**config.mk**
```make
export PLATFORM = sky130hd
export DESIGN_NAME = pmon_cond_unit
export DESIGN_NICKNAME = d
export VERILOG_FILES = /design/src/rtl/pmon_cond_pkg.sv /design/src/rtl/pmon_tb_tap.sv /design/src/rtl/pmon_neg_watch.sv /design/src/rtl/pmon_action_route.sv /design/src/rtl/pmon_cond_unit.sv
export SDC_FILE = /design/constraint.sdc
export NUM_CORES = 1
export LEC_CHECK = 0
export ABC_AREA = 1
export BUFFER_PORTS_ARGS = -buffer_cell sky130_fd_sc_hd__buf_2
export CORE_AREA = 2 2 79 81
export DETAILED_ROUTE_END_ITERATION = 16
export DIE_AREA = 0 0 81 83
export PLACE_DENSITY = 0.53
export SLEW_MARGIN = 0
export SYNTH_ARGS = -nofsm -noshare
export SYNTH_HDL_FRONTEND = slang
export SYNTH_SLANG_ARGS = --single-unit
```
**constraint.sdc**
```tcl
create_clock -name clk -period 2.3 [get_ports clk]
set_input_delay 0.345 -clock clk [delete_from_list [all_inputs] [get_ports clk]]
set_output_delay 0.345 -clock clk [all_outputs]
set_load 0.01 [all_outputs]
```
**src/rtl/pmon_cond_pkg.sv**
```systemverilog
package pmon_cond_pkg;
  localparam int TB_W = 64;

  // tap positions counted from the least significant bit
  localparam int TAP_IDX0 = 0;
  localparam int TAP_IDX1 = 8;
  localparam int TAP_IDX2 = 12;
  localparam int TAP_IDX3 = 16;

  typedef enum logic [1:0] {
    TAP_FAST   = 2'd0,
    TAP_MEDIUM = 2'd1,
    TAP_SLOW   = 2'd2,
    TAP_SLOWER = 2'd3
  } tap_sel_e;
endpackage

```
**src/rtl/pmon_tb_tap.sv**
```systemverilog
module pmon_tb_tap
  import pmon_cond_pkg::*;
(
  input  logic            clk,
  input  logic            rst,
  input  logic [TB_W-1:0] tb_value,
  input  tap_sel_e        sel,
  input  logic            enable,
  output logic            hit
);
  logic cur_bit;
  logic prev_bit;

  always_comb begin
    unique case (sel)
      TAP_FAST:   cur_bit = tb_value[TAP_IDX0];
      TAP_MEDIUM: cur_bit = tb_value[TAP_IDX1];
      TAP_SLOW:   cur_bit = tb_value[TAP_IDX2];
      default:    cur_bit = tb_value[TAP_IDX3];
    endcase
  end

  // history follows whatever tap is selected now (R4 spurious edge)
  always_ff @(posedge clk) begin
    if (rst) prev_bit <= 1'b0;
    else     prev_bit <= cur_bit;
  end

  assign hit = enable & cur_bit & ~prev_bit;
endmodule

```
**src/rtl/pmon_neg_watch.sv**
```systemverilog
module pmon_neg_watch #(
  parameter int NUM_CTR = 4,
  parameter int CTR_W   = 32
) (
  input  logic                     clk,
  input  logic                     rst,
  input  logic [NUM_CTR*CTR_W-1:0] ctr_values,
  input  logic                     en_first,
  input  logic                     en_rest,
  output logic                     hit
);
  logic [NUM_CTR-1:0] sign_now;
  logic [NUM_CTR-1:0] sign_prev;
  logic [NUM_CTR-1:0] gate;

  for (genvar i = 0; i < NUM_CTR; i++) begin : g_ctr
    assign sign_now[i] = ctr_values[i*CTR_W + CTR_W - 1];
    if (i == 0) begin : g_first
      assign gate[i] = en_first;
    end else begin : g_rest
      assign gate[i] = en_rest;
    end
  end

  always_ff @(posedge clk) begin
    if (rst) sign_prev <= '0;
    else     sign_prev <= sign_now;
  end

  assign hit = |(gate & sign_now & ~sign_prev);
endmodule

```
**src/rtl/pmon_action_route.sv**
```systemverilog
module pmon_action_route #(
  parameter int NUM_SRC = 2
) (
  input  logic               clk,
  input  logic               rst,
  input  logic [NUM_SRC-1:0] src,
  input  logic               freeze_en,
  input  logic               trigger_en,
  input  logic               except_en,
  output logic               freeze_req,
  output logic               trigger_req,
  output logic               except_req
);
  logic any_evt;
  assign any_evt = |src;

  always_ff @(posedge clk) begin
    if (rst) begin
      freeze_req  <= 1'b0;
      trigger_req <= 1'b0;
      except_req  <= 1'b0;
    end else begin
      freeze_req  <= any_evt & freeze_en;
      trigger_req <= any_evt & trigger_en;
      except_req  <= any_evt & except_en;
    end
  end
endmodule

```
**src/rtl/pmon_cond_unit.sv**
```systemverilog
module pmon_cond_unit
  import pmon_cond_pkg::*;
#(
  parameter int NUM_CTR = 4,
  parameter int CTR_W   = 32
) (
  input  logic                     clk,
  input  logic                     rst,
  input  logic [TB_W-1:0]          tb_value,
  input  logic [NUM_CTR*CTR_W-1:0] ctr_values,
  input  logic [1:0]               tb_sel,
  input  logic                     tb_evt_en,
  input  logic                     ctr0_cond_en,
  input  logic                     ctrn_cond_en,
  input  logic                     act_freeze_en,
  input  logic                     act_trigger_en,
  input  logic                     act_except_en,
  output logic                     freeze_req,
  output logic                     trigger_req,
  output logic                     except_req
);
  localparam int NUM_SRC = 2;

  logic [NUM_SRC-1:0] src;

  pmon_tb_tap u_tap (
    .clk      (clk),
    .rst      (rst),
    .tb_value (tb_value),
    .sel      (tap_sel_e'(tb_sel)),
    .enable   (tb_evt_en),
    .hit      (src[0])
  );

  pmon_neg_watch #(.NUM_CTR(NUM_CTR), .CTR_W(CTR_W)) u_neg (
    .clk        (clk),
    .rst        (rst),
    .ctr_values (ctr_values),
    .en_first   (ctr0_cond_en),
    .en_rest    (ctrn_cond_en),
    .hit        (src[1])
  );

  pmon_action_route #(.NUM_SRC(NUM_SRC)) u_route (
    .clk         (clk),
    .rst         (rst),
    .src         (src),
    .freeze_en   (act_freeze_en),
    .trigger_en  (act_trigger_en),
    .except_en   (act_except_en),
    .freeze_req  (freeze_req),
    .trigger_req (trigger_req),
    .except_req  (except_req)
  );
endmodule

```
==> results.yml, run 1 <==
finish:
  final_nets: 274
  seqCellArea_um2: 160.2
  postLayoutCellArea_um2: 566.8
  fillerInstances: 712
  multiInputGateArea_um2: 130.1
  n_antenna_cell: 0
  drive_gt1_frac: 0.4143
  area_growth_pct: 70.94
die:
  num_rows: 28
  ioPinCount: 205
  die_area_um2: 6723
  dieHeight_um: 83
  core_area_um2: 5816
  start_util: 0.05701
  dieWidth_um: 81
timing:
  post-route-period-util: 0.4352
  slew_headroom: 0.9068
  fin_skew_ns: 0.001048
  setup_viol_count_final: 0
  fin_crit_ns: 1.001
  worst_pin_slew_ns: 0.1396
  worst_slack_ns: 1.299
  slew_viol_final: 0
  tns_ns: 0
  clock.fmax_ghz: 0.9990
  finalHoldViolCount: 0
  rsz0062_at_grt: "no"
routing:
  highest_layer: "met4"
  postRouteWirelength_um: 947
  dr_wl_met2_um: 322
  met1_length_um: 435
  drc: 0
  wl_met3_um: 153
  vias: 318
  drtAntennaViolNets: 0
  avgRoutedWirePerCell_um: 6.531
  drtPass1Iterations: 2
  drtIter0Drc: 3
  vias_per_cell: 2.193
worst_setup_path:
  slowest_stage: "dfxtp_1"
  crit_cells: 1
  cp_num_buf_inv: 1
  cp_data_arrival_time_ns: 0.66
  crit_type: "reg2out"
  critPathTopFamily: "flip-flops"
  cpPeakStageDelay_ns: 0.30
  crit_path_cell_trace: "buf_2"
  end_kind: "output pin"
  reg2reg_depth: 7
  cp-start-kind: "flip-flop"
  r2r_end: "u_route.freeze_req"
  r2r_setup_slack_ns: 1.41
  r2r_start: "u_neg.sign_prev[1]"
  cp_max_fo: 1
  worstPathRequired_ns: 1.96
placed_design:
  place.gp.congestion: 0.6214
  dp_hpwl_um: 837
  place_ws_ns: 1.245
  port_buffers: 20
  placed_area_um2: 525.5
min_path:
  worstHoldEndpoint: "u_neg.sign_prev[0]"
  hold_path.class: "in2reg"
  min_from: "ctr_values[31]"
  hold_depth: 3
clock_network:
  cts_buffers: 3
  cts_sinks: 8
  path_clk_slew_ns: 0.04
  ctsHoldBuffers: 0
  cts.path.max_buffers: 2
  cts_tree: "yes"
  cts_max_level: 1
  cts_resized: 0
  post-cts-setup-buffers: 0
  insertion_delay_ns: 0.22
  cts-root-buf: "clkbuf_8"
power_and_ir_drop:
  irDropWorstVdd_mv: 0.1496
  p_leak_nw: 0.2874
  powerDensity_nw_per_um2: 637.3
synthesis:
  yosysUniqueCellTypes: 10
  netlist_area_um2: 331.6
  syn_avg_cell_area_um2: 7.055
  synthCells: 47
  ys_warn_count: 0
  ys_seq_area_frac: 0.4830
  ys_seq_elements: 8
  syn-num-nets: 249
global_route:
  grt_pass1_wl_mm: 1.531
  globalRouteTotalUtil: 0.03325
  first_global_vias: 341
  grt-ovfl-total: 0
  grt_max_degree: 7
  antenna_found_initial: 0
outcome:
  status: "finished, final reports clean"
flow_run:
  maxCapViolations: 0
cells in the final DEF, fill, tap and decap left out:
cell / synthesis / final
dfxtp_1: 8 / 8
buf_2: 0 / 20
nor2_2: 2 / 2
nand3_2: 2 / 2
nand3_1: 1 / 1
nand2_2: 1 / 1
clkbuf_8: 0 / 3
nor2_1: 8 / 8
inv_2: 1 / 1
nand2_1: 13 / 13
nand3b_1: 1 / 1
inv_1: 10 / 10
metrics by stage:
stage / cells / total power, mW / utilization / hold slack, ns
2_1_floorplan: 47 / 0.1755 / - / 0.4162
6_report: 145 / 0.3612 / 0.09746 / 0.3394
4_1_cts: 145 / 0.3682 / 0.09746 / 0.3337
5_1_grt: 145 / 0.3868 / 0.09746 / 0.3459
3_3_place_gp: 142 / 0.1989 / 0.09036 / 0.5625
3_5_place_dp: 142 / 0.2000 / 0.09036 / 0.5700
cells by family after synthesis:
| kind of cell | Yosys count | share of synthesized area |
|---|---|---|
| DFF | 8 | 0.4830 |
| and+or+nand+nor | 28 | 0.3925 |
| buffers and inverters | 11 | 0.1245 |
Yosys cell counts:
cell / instances / share of area
nand2_1: 13 / 0.15
nor2_2: 2 / 0.038
nand2_2: 1 / 0.019
nand3b_1: 1 / 0.023
nand3_2: 2 / 0.060
inv_2: 1 / 0.011
nor2_1: 8 / 0.091
dfxtp_1: 8 / 0.48
inv_1: 10 / 0.11
nand3_1: 1 / 0.015
layer usage:
layer,GRT usage,vias up
met5,0,-
li1,-,180
met3,0.02826,2
met4,0.02773,0
met1,0.03550,116
met2,0.03982,20
sequential cells by signal, indices dropped and copies added, names as in the netlist:
register / cells
u_tap.prev_bit: 1
u_route.except_req: 1
u_route.freeze_req: 1
u_route.trigger_req: 1
u_neg.sign_prev: 4
where the power goes:
group          internal (mW)  leakage [nW]  switching, mW
clock                  0.113        0.0216         0.0518
sequential             0.148        0.0664        0.00180
combinational         0.0226         0.199         0.0243
total                  0.283         0.287         0.0779
worst max-delay path by stage:
| stage | start | end | slack [ns] |
|---|---|---|---|
| global placement | tb_sel[0] | u_route.freeze_req | 1.26 |
| CTS | u_route.trigger_req | trigger_req | 1.28 |
| floorplan | tb_value[8] | u_route.except_req | 1.46 |
| global route | u_route.trigger_req | trigger_req | 1.26 |
| detailed placement | tb_sel[0] | u_route.trigger_req | 1.25 |
| finish | u_route.trigger_req | trigger_req | 1.30 |
area by class of cell:
class,instances,area share
Tap cell,75,0.1656
Timing Repair Buffer,20,0.1766
Clock buffer,3,0.07285
Inverter,11,0.07285
Sequential cell,8,0.2826
Multi-Input combinational cell,28,0.2296
No activity file was read; power rests on OpenSTA's default activity.
==> run 2, diff against run 1 <==
Settings changed: PLACE_DENSITY 0.53 to 0.54.
Clock period 2.3 ns to 0.85 ns, I/O delays scaled along.
==> results.yml, run 2 (synthesis gave the netlist of run 1 again) <==
worst_setup_path:
  cp_max_fo: 3
  r2r_start: "u_neg.sign_prev[1]"
  end_kind: "flip-flop"
  reg2reg_depth: 7
  cp_data_arrival_time_ns: 0.97
  endpoint: "u_route.trigger_req"
  cp-start-kind: "flip-flop"
  crit_type: "reg2reg"
  r2r_setup_slack_ns: -0.007
  worstPathRequired_ns: 0.96
  crit_start: "u_neg.sign_prev[1]"
  r2r_end: "u_route.trigger_req"
finish:
  fillerInstances: 710
  final_nets: 274
  n_antenna_cell: 0
  stdcell_count: 145
  drive_gt1_frac: 0.4286
  layout_commonest_cell: "buf_2"
  largest_register: "u_neg.sign_prev"
  largest_reg_flops: 4
  final_cell_mix: "20 x buf_2, 13 x nand2_1, 10 x inv_1"
  area_growth_pct: 71.32
timing:
  slew_viol_final: 0
  clock.fmax_ghz: 1.167
  worst_pin_slew_ns: 0.1296
  post-route-period-util: 1.008
  slew_headroom: 0.9135
  worst_slack_ns: -0.007118
  rsz0062_at_grt: "yes"
  setup_viol_count_final: 1
  finalHoldViolCount: 0
  fin_skew_ns: 0.001713
  fin_crit_ns: 0.8571
  tns_ns: -0.007118
placed_design:
  dp.cells: 142
  dp_hpwl_um: 794.2
  place.gp.congestion: 0.6626
  port_buffers: 20
routing:
  drtIter0Drc: 19
  drtPass1Iterations: 3
  vias_per_cell: 2.166
  postRouteWirelength_um: 937
  drc: 0
  vias: 314
  drtAntennaViolNets: 0
  avgRoutedWirePerCell_um: 6.462
die:
  dieHeight_um: 83
  ioPinCount: 205
  start_util: 0.05701
  core_area_um2: 5816
  die_area_um2: 6723
  num_rows: 28
  dieWidth_um: 81
flow_run:
  maxCapViolations: 0
outcome:
  violations: "negative setup slack"
  status: "finished with violations"
global_route:
  grt_pass1_wl_mm: 1.497
  antenna_found_initial: 0
  grt_max_degree: 7
  first_global_vias: 317
  grt-ovfl-total: 0
  globalRouteTotalUtil: 0.03194
clock_network:
  cts_tree: "yes"
  cts_sinks: 8
  post-cts-setup-buffers: 0
  cts-root-buf: "clkbuf_8"
  path_clk_slew_ns: 0.04
  cts.path.max_buffers: 2
  insertion_delay_ns: 0.23
  cts_max_level: 1
  cts_buffers: 3
power_and_ir_drop:
  powerDensity_nw_per_um2: 1745
  fin_total_pwr_uw: 991.4
  p_leak_nw: 0.2881
  irDropWorstVdd_mv: 0.5888
min_path:
  hold_path.class: "in2reg"
==> run 2: cell counts in the layout (fill, tap and decap cells not counted) <==
Identical to the previous run, type by type.
==> run 2: power breakdown <==
group	leakage, nW	switching (mW)	internal, mW
logic	0.200	0.0666	0.0607
registers	0.0667	0.00469	0.400
clock network	0.0216	0.153	0.307
==> run 2: area by class of cell <==
cell class,instances,area (um^2),share of cell area
well taps,75,93.84,0.1652
flip-flops and latches,8,161.4,0.2841
clock buffers,3,41.29,0.07269
multi-input cells,28,130.1,0.2291
inverters,11,41.29,0.07269
repair buffers,20,100.1,0.1762
==> run 2: worst min-delay path by stage <==
| stage | end | slack [ns] | startpoint | cells after the start |
|---|---|---|---|---|
| 2_1_floorplan | u_neg.sign_prev[0] | 0.20 | rst | 1 |
| 3_3_place_gp | u_neg.sign_prev[1] | 0.35 | ctr_values[63] | 3 |
| 3_5_place_dp | u_neg.sign_prev[2] | 0.35 | ctr_values[95] | 3 |
| 4_1_cts | u_neg.sign_prev[3] | 0.11 | ctr_values[127] | 3 |
| 5_1_grt | u_neg.sign_prev[1] | 0.11 | ctr_values[63] | 3 |
| 6_report | u_neg.sign_prev[1] | 0.12 | ctr_values[63] | 3 |
==> run 2: layer usage <==
metal / up-vias / wire (um) / track usage
met4: 0 / 0 / 0.009245
met2: 20 / 270 / 0.03381
met5: - / 0 / 0
met3: 0 / 109 / 0.02717
met1: 112 / 558 / 0.04539
li1: 182 / - / -
==> run 2: critical path, stage by stage (launching register included) <==
cell     delay [ns]
dfxtp_2        0.30
inv_1          0.03
nand2_1        0.05
nand3_1        0.07
nand2_1        0.05
nand2_1        0.05
nor2_2         0.12
nor2_1         0.06
==> run 2: what timing repair did <==
| item | in CTS | in global routing |
|---|---|---|
| pin swaps | 1 | 0 |
| hold buffers | 0 | 0 |
| gates resized for setup | 0 | 1 |
| endpoints found under the setup margin | 3 | 3 |
==> run 2: stage by stage <==
| stage | area (um^2) | util | worst slack [ns] | hold WS, ns |
|---|---|---|---|---|
| 2_1_floorplan | 331.6 | - | 0.04812 | 0.1987 |
| 3_3_place_gp | 525.5 | 0.09036 | -0.02001 | 0.3461 |
| 3_5_place_dp | 525.5 | 0.09036 | -0.02761 | 0.3529 |
| 4_1_cts | 566.8 | 0.09746 | -0.01661 | 0.1123 |
| 5_1_grt | 568.0 | 0.09768 | -0.1082 | 0.1080 |
| 6_report | 568.0 | 0.09768 | -0.007118 | 0.1174 |
